**src/rtl/fbp_pkg.sv**
```systemverilog
package fbp_pkg;

   typedef enum logic [2:0] {
      M_READ,
      M_SETUP,
      M_BUSY,
      M_FAIL,
      M_FAIL_RST
   } mode_e;

   typedef enum logic [1:0] {
      E_IDLE,
      E_PULSE,
      E_VERIFY
   } eng_e;

   localparam logic [7:0] CMD_SETUP = 8'h40;
   localparam logic [7:0] CMD_RESET = 8'hFF;

   localparam int POLL_BIT   = 7;
   localparam int TOGGLE_BIT = 6;
   localparam int FAIL_BIT   = 5;

endpackage

```
**src/rtl/fbp_bus_capture.sv**
```systemverilog
module fbp_bus_capture #(
   parameter int AW = 8,
   parameter int DW = 8
) (
   input  logic          clk,
   input  logic          rst_n,
   input  logic          ce_n,
   input  logic          we_n,
   input  logic          oe_n,
   input  logic [AW-1:0] addr,
   input  logic [DW-1:0] din,
   output logic          wr_evt,
   output logic [AW-1:0] wr_addr,
   output logic [DW-1:0] wr_data,
   output logic          rd_end
);

   logic wr_act, wr_q, rd_act, rd_q;

   assign wr_act = !ce_n && !we_n;
   assign rd_act = !ce_n && !oe_n;
   assign rd_end = rd_q && !rd_act;

   always_ff @(posedge clk) begin
      if (!rst_n) begin
         wr_q    <= 1'b0;
         rd_q    <= 1'b0;
         wr_evt  <= 1'b0;
         wr_addr <= '0;
         wr_data <= '0;
      end else begin
         wr_q   <= wr_act;
         rd_q   <= rd_act;
         wr_evt <= wr_q && !wr_act;
         // later of the two strobes falling
         if (wr_act && !wr_q) wr_addr <= addr;
         // earlier of the two strobes rising
         if (!wr_act && wr_q) wr_data <= din;
      end
   end

endmodule

```
**src/rtl/fbp_prog_engine.sv**
```systemverilog
module fbp_prog_engine
   import fbp_pkg::*;
#(
   parameter int DW         = 8,
   parameter int PULSE_W    = 8,
   parameter int MAX_PULSES = 25
) (
   input  logic          clk,
   input  logic          rst_n,
   input  logic          start,
   input  logic [DW-1:0] tgt,
   input  logic [DW-1:0] arr_rdata,
   output logic          pulse,
   output logic          verify,
   output logic          done,
   output logic          fail
);

   localparam int CW = (PULSE_W > 1) ? $clog2(PULSE_W) : 1;
   localparam int NW = $clog2(MAX_PULSES + 1);

   eng_e          st;
   logic [CW-1:0] tcnt;
   logic [NW-1:0] ncnt;
   logic          match;

   assign match  = ((arr_rdata & ~tgt) == '0);
   assign pulse  = (st == E_PULSE);
   assign verify = (st == E_VERIFY);

   always_ff @(posedge clk) begin
      if (!rst_n) begin
         st   <= E_IDLE;
         tcnt <= '0;
         ncnt <= '0;
         done <= 1'b0;
         fail <= 1'b0;
      end else begin
         done <= 1'b0;
         fail <= 1'b0;
         unique case (st)
            E_IDLE: begin
               if (start) begin
                  st   <= E_PULSE;
                  tcnt <= '0;
                  ncnt <= NW'(1);
               end
            end
            E_PULSE: begin
               if (tcnt == CW'(PULSE_W - 1)) st <= E_VERIFY;
               else tcnt <= tcnt + 1'b1;
            end
            E_VERIFY: begin
               if (match) begin
                  done <= 1'b1;
                  st   <= E_IDLE;
               end else if (ncnt == NW'(MAX_PULSES)) begin
                  fail <= 1'b1;
                  st   <= E_IDLE;
               end else begin
                  ncnt <= ncnt + 1'b1;
                  tcnt <= '0;
                  st   <= E_PULSE;
               end
            end
            default: st <= E_IDLE;
         endcase
      end
   end

endmodule

```
**src/rtl/fbp_sequencer.sv**
```systemverilog
module fbp_sequencer
   import fbp_pkg::*;
#(
   parameter int AW         = 8,
   parameter int DW         = 8,
   parameter int PULSE_W    = 8,
   parameter int MAX_PULSES = 25
) (
   input  logic          clk,
   input  logic          rst_n,
   input  logic          ce_n,
   input  logic          we_n,
   input  logic          oe_n,
   input  logic [AW-1:0] addr,
   input  logic [DW-1:0] din,
   output logic [DW-1:0] dout,
   output logic          dout_en,
   output logic [AW-1:0] arr_addr,
   output logic [DW-1:0] arr_wdata,
   output logic          arr_pulse,
   output logic          arr_verify,
   input  logic [DW-1:0] arr_rdata
);

   generate
      if (DW < 8) begin : g_bad_dw
         $error("fbp_sequencer: DW must be at least 8");
      end
      if (AW < 1) begin : g_bad_aw
         $error("fbp_sequencer: AW must be at least 1");
      end
      if (PULSE_W < 1) begin : g_bad_pw
         $error("fbp_sequencer: PULSE_W must be at least 1");
      end
      if (MAX_PULSES < 1) begin : g_bad_mp
         $error("fbp_sequencer: MAX_PULSES must be at least 1");
      end
   endgenerate

   logic          wr_evt, rd_end;
   logic [AW-1:0] wr_addr;
   logic [DW-1:0] wr_data;
   logic          eng_done, eng_fail, start_q;
   mode_e         mode;
   logic [AW-1:0] tgt_addr;
   logic [DW-1:0] tgt_data;
   logic          tgl_q;
   logic          busy, failed;
   logic [DW-1:0] stat;

   fbp_bus_capture #(.AW(AW), .DW(DW)) u_bus (
      .clk     (clk),
      .rst_n   (rst_n),
      .ce_n    (ce_n),
      .we_n    (we_n),
      .oe_n    (oe_n),
      .addr    (addr),
      .din     (din),
      .wr_evt  (wr_evt),
      .wr_addr (wr_addr),
      .wr_data (wr_data),
      .rd_end  (rd_end)
   );

   fbp_prog_engine #(.DW(DW), .PULSE_W(PULSE_W), .MAX_PULSES(MAX_PULSES)) u_eng (
      .clk       (clk),
      .rst_n     (rst_n),
      .start     (start_q),
      .tgt       (tgt_data),
      .arr_rdata (arr_rdata),
      .pulse     (arr_pulse),
      .verify    (arr_verify),
      .done      (eng_done),
      .fail      (eng_fail)
   );

   assign busy   = (mode == M_BUSY);
   assign failed = (mode == M_FAIL) || (mode == M_FAIL_RST);

   always_ff @(posedge clk) begin
      if (!rst_n) begin
         mode     <= M_READ;
         tgt_addr <= '0;
         tgt_data <= '0;
         start_q  <= 1'b0;
         tgl_q    <= 1'b0;
      end else begin
         start_q <= 1'b0;
         if (busy && rd_end) tgl_q <= ~tgl_q;
         unique case (mode)
            M_READ: if (wr_evt && wr_data[7:0] == CMD_SETUP) mode <= M_SETUP;
            M_SETUP: begin
               if (wr_evt) begin
                  tgt_addr <= wr_addr;
                  tgt_data <= wr_data;
                  start_q  <= 1'b1;
                  mode     <= M_BUSY;
               end
            end
            M_BUSY: begin
               if (eng_done)      mode <= M_READ;
               else if (eng_fail) mode <= M_FAIL;
            end
            M_FAIL: if (wr_evt && wr_data[7:0] == CMD_RESET) mode <= M_FAIL_RST;
            M_FAIL_RST: begin
               if (wr_evt) mode <= (wr_data[7:0] == CMD_RESET) ? M_READ : M_FAIL;
            end
            default: mode <= M_READ;
         endcase
      end
   end

   always_comb begin
      stat             = '0;
      stat[POLL_BIT]   = ~tgt_data[POLL_BIT];
      stat[TOGGLE_BIT] = tgl_q;
      stat[FAIL_BIT]   = failed;
   end

   assign dout      = (mode == M_READ || mode == M_SETUP) ? arr_rdata : stat;
   assign dout_en   = !ce_n && !oe_n;
   assign arr_addr  = busy ? tgt_addr : addr;
   assign arr_wdata = tgt_data;

endmodule

```
**config.mk**
```make
export PLATFORM = sky130hd
export DESIGN_NAME = fbp_sequencer
export DESIGN_NICKNAME = d
export VERILOG_FILES = /design/src/rtl/fbp_pkg.sv /design/src/rtl/fbp_bus_capture.sv /design/src/rtl/fbp_prog_engine.sv /design/src/rtl/fbp_sequencer.sv
export SDC_FILE = /design/constraint.sdc
export NUM_CORES = 1
export LEC_CHECK = 0
export BUFFER_PORTS_ARGS = -buffer_cell sky130_fd_sc_hd__buf_4
export CORE_MARGIN = 2
export CORE_UTILIZATION = 49
export CTS_BUF_LIST = sky130_fd_sc_hd__clkbuf_4
export CTS_CLUSTER_SIZE = 40
export DETAILED_ROUTE_END_ITERATION = 10
export PLACE_DENSITY = 0.74
export SETUP_SLACK_MARGIN = 0.5
export SLEW_MARGIN = 20
export SYNTH_ARGS = -nofsm -noshare
export SYNTH_HDL_FRONTEND = slang
export SYNTH_SLANG_ARGS = --single-unit
```
**constraint.sdc**
```tcl
create_clock -name clk -period 1.8 [get_ports clk]
set_input_delay 0.09 -clock clk [delete_from_list [all_inputs] [get_ports clk]]
set_output_delay 0.09 -clock clk [all_outputs]
set_load 0.03 [all_outputs]
```
==> metrics.cfg <==
[outcome]
status=complete, but fails checks
violations=negative setup slack

[floorplan]
core_area_um2=4660
chipHeight_um=73.3
dieArea_um2=5370
fp.dieW_um=73.3
rows=25
initial_core_util_pct=50.4
pin_count=56

[yosys]
syn-cell-area_um2=2350
synth_edf_count=0
ys_seq_elements=52
ys_seq_area_share_pct=44.3
synth_top_family_by_area=simple AND/OR/NAND/NOR gates
synthCells=265
synth_compound_area_share_pct=9.21
synth_top_area_share_pct=44.3
synthSimpleGateAreaFrac_pct=25.6
synthAdderAreaFrac_pct=2.13
synth_area_leader_cell=dfxtp_1
synth_xor_area_share_pct=0.373
syn_avg_cell_area_um2=8.87
synth_nets=298
synthMuxAreaShare_pct=14.6
synthFlopType=dfxtp_1
synthArstFlopShare_pct=0
synth_cell_types=43
synth_area_leaders=dfxtp_1 44%, mux2i_1 9.8%, nand2_1 6.7%, mux2_2 4.8%, nor2_1 4.3%
yosys_warnings=0

[clock_network]
cts_root_buf=clkbuf_4
clockBufferDepth=2
cts-htree-levels=2
clock_sinks=52
clock_insertion_delay_worst_skew_ns=0.38
clk_pin_slew_ns=0.15
cts_buffers=5
cts_tree=done

[detailed_routing]
drtPass1Iterations=4
wl_per_cell_um=16.9
antenna_left=0
route.detailed.drc=0
drt_iter0_markers=211
routed_via_density=5.49
num_vias=2333
wirelength_mm=7.18

[sta]
fmax_mhz=542
slew_violations=0
holdWs_ns=0.0486
finClkSkew_ns=0.0223
finalCritPeriodShare_pct=102
max_slew.worst_pin.slew_ns=0.339
setup_ws_ns=-0.0444
rsz0062_at_grt=true
post-route-min-period_ns=1.84
setup_viol=8
hold_viol=0
timing.setup.tns_ns=-0.219
relSlewSlack_pct=77.1

[power]
leakage_nw=1.56
pwr-share-clk_pct=27.7
power.internal_mw=1.75
power_density_nw_per_um2=640
power_switching_mw=0.671
ir_drop_v=0.000511
p_sw_share_pct=27.7
p_comb_share_pct=22.8
p_seq_share_pct=49.6

[placed_design]
io_buffer_count=55
dp_hpwl_mm=3.82
gp_congestion=0.762

[setup_path]
slowest_stage=dfxtp_4
cp.arrival_ns=1.75
end_kind=output port
crit_fanout=5
path_common_cell=buf_6
crit_type=reg2out
cp_slowest_stage_delay_ns=0.39
cp-start-kind=register
worstPathRequired_ns=1.71
path_cells=nor3b_4 -> buf_6 -> mux2_4 -> buf_6

[global_route]
globalRouteTotalUtil_pct=25.5
antenna_found_initial=0
grt_first_pass_wirelength_mm=10.5
grt-ovfl-total=0
grt_pass1_vias=2253
grt_max_degree=26

[cells_and_area]
layout_commonest_cell=buf_4
final_cell_mix=60 x buf_4, 42 x nand2_1, 36 x dfxtp_1
layout-drive-gt1-share_pct=44.2
antenna_cells=0
nFillCells=279
layout.nets=403
area_delta_synth_final_pct=61.1

[run]
maxCapViolations=0

[min_path]
hold_class=in2reg

[worst paths after layout]
path,start,to,slack (ns),cells past startpoint
max,mode[2],arr_addr[4],-0.04,4
min,rst_n,mode[0],0.05,3
max reg2reg,u_bus.wr_evt,mode[1],0.29,5
min reg2reg,u_bus.wr_addr[0],tgt_addr[0],0.47,2
[power by group through the flow]
stage               Clock, mW  Sequential [mW]  Combinational (mW)
CTS                     0.670             1.19               0.460
global route            0.716             1.20               0.578
detailed placement          0             1.24               0.331
finish                  0.670             1.20               0.552
floorplan                   0             1.21               0.248
global placement            0             1.24               0.326
[synthesized netlist by cell type (all sizes together), types with 2 or more instances]
| library cell | n |
|---|---|
| ha | 4 |
| nand4b | 3 |
| nor3 | 6 |
| and3 | 4 |
| nor4b | 2 |
| mux2i | 23 |
| nor2 | 29 |
| dfxtp | 52 |
| nor3b | 2 |
| nand3b | 6 |
| nand3 | 6 |
| nand2b | 8 |
| mux2 | 10 |
| nor2b | 2 |
| clkbuf | 8 |
| and2 | 4 |
| o2111ai | 2 |
| nand4 | 4 |
| nand2 | 42 |
| o21ai | 4 |
| buf | 6 |
| inv | 5 |
| a21oi | 18 |
[critical path, delay by kind of cell, from the launching register on]
family / cells / cell delay, ns
buffers and inverters: 2 / 0.34
DFF: 1 / 0.39
muxes: 1 / 0.32
and+or+nand+nor: 1 / 0.32
[registers in the layout (all words and copies together), names as in the netlist, 2 cells and up]
| register | count |
|---|---|
| tgt_addr | 8 |
| u_eng.ncnt | 5 |
| u_eng.st | 2 |
| u_bus.wr_addr | 8 |
| u_bus.wr_data | 8 |
| mode | 3 |
| u_eng.tcnt | 3 |
| arr_wdata | 8 |
[area by class of cell]
| type | count | area [um2] | area share (%) |
|---|---|---|---|
| clock buffer | 5 | 37.5 | 0.991 |
| clock inverter | 3 | 42.5 | 1.12 |
| inverter | 6 | 22.5 | 0.595 |
| multi-input combinational | 193 | 1490 | 39.4 |
| sequential | 52 | 1100 | 28.9 |
| tap | 54 | 67.6 | 1.78 |
| timing repair buffer | 112 | 1030 | 27.2 |
[stage by stage]
stage	cells	setup WS (ns)	util (%)	power, mW	area (um2)
2_1_floorplan	265	0.386	-	1.46	2450
3_3_place_gp	369	0.270	62.7	1.56	2920
3_5_place_dp	369	0.232	62.7	1.57	2920
4_1_cts	418	-0.0164	77.0	2.33	3590
5_1_grt	425	-0.0552	81.2	2.50	3790
6_report	425	-0.0444	81.2	2.42	3790
[cells by family after synthesis]
kind of cell	after synthesis
and+or+nand+nor	120
DFF	52
AOI/OAI and AO/OA	35
muxes	33
buffers and inverters	20
adders and majority gates	4
xor gates and xnor gates	1
[what timing repair did]
action                                 4_1_cts  5_1_grt
gates cloned                                 2        2
resized for setup                           55       33
endpoints found under the hold margin       18        0
hold buffers                                20        0
setup endpoints to repair                   46       54
pin swaps                                   11        7
setup buffers                               19        5
[routing by layer]
layer,track usage (%),part of all wire [%],up-vias
met3,4.94,6.2,10
met4,9.05,1.4,0
met5,0,0,-
li1,-,-,1130
met1,30.1,40,1103
met2,45.5,52,90
Power figures use the tool's default switching activity.
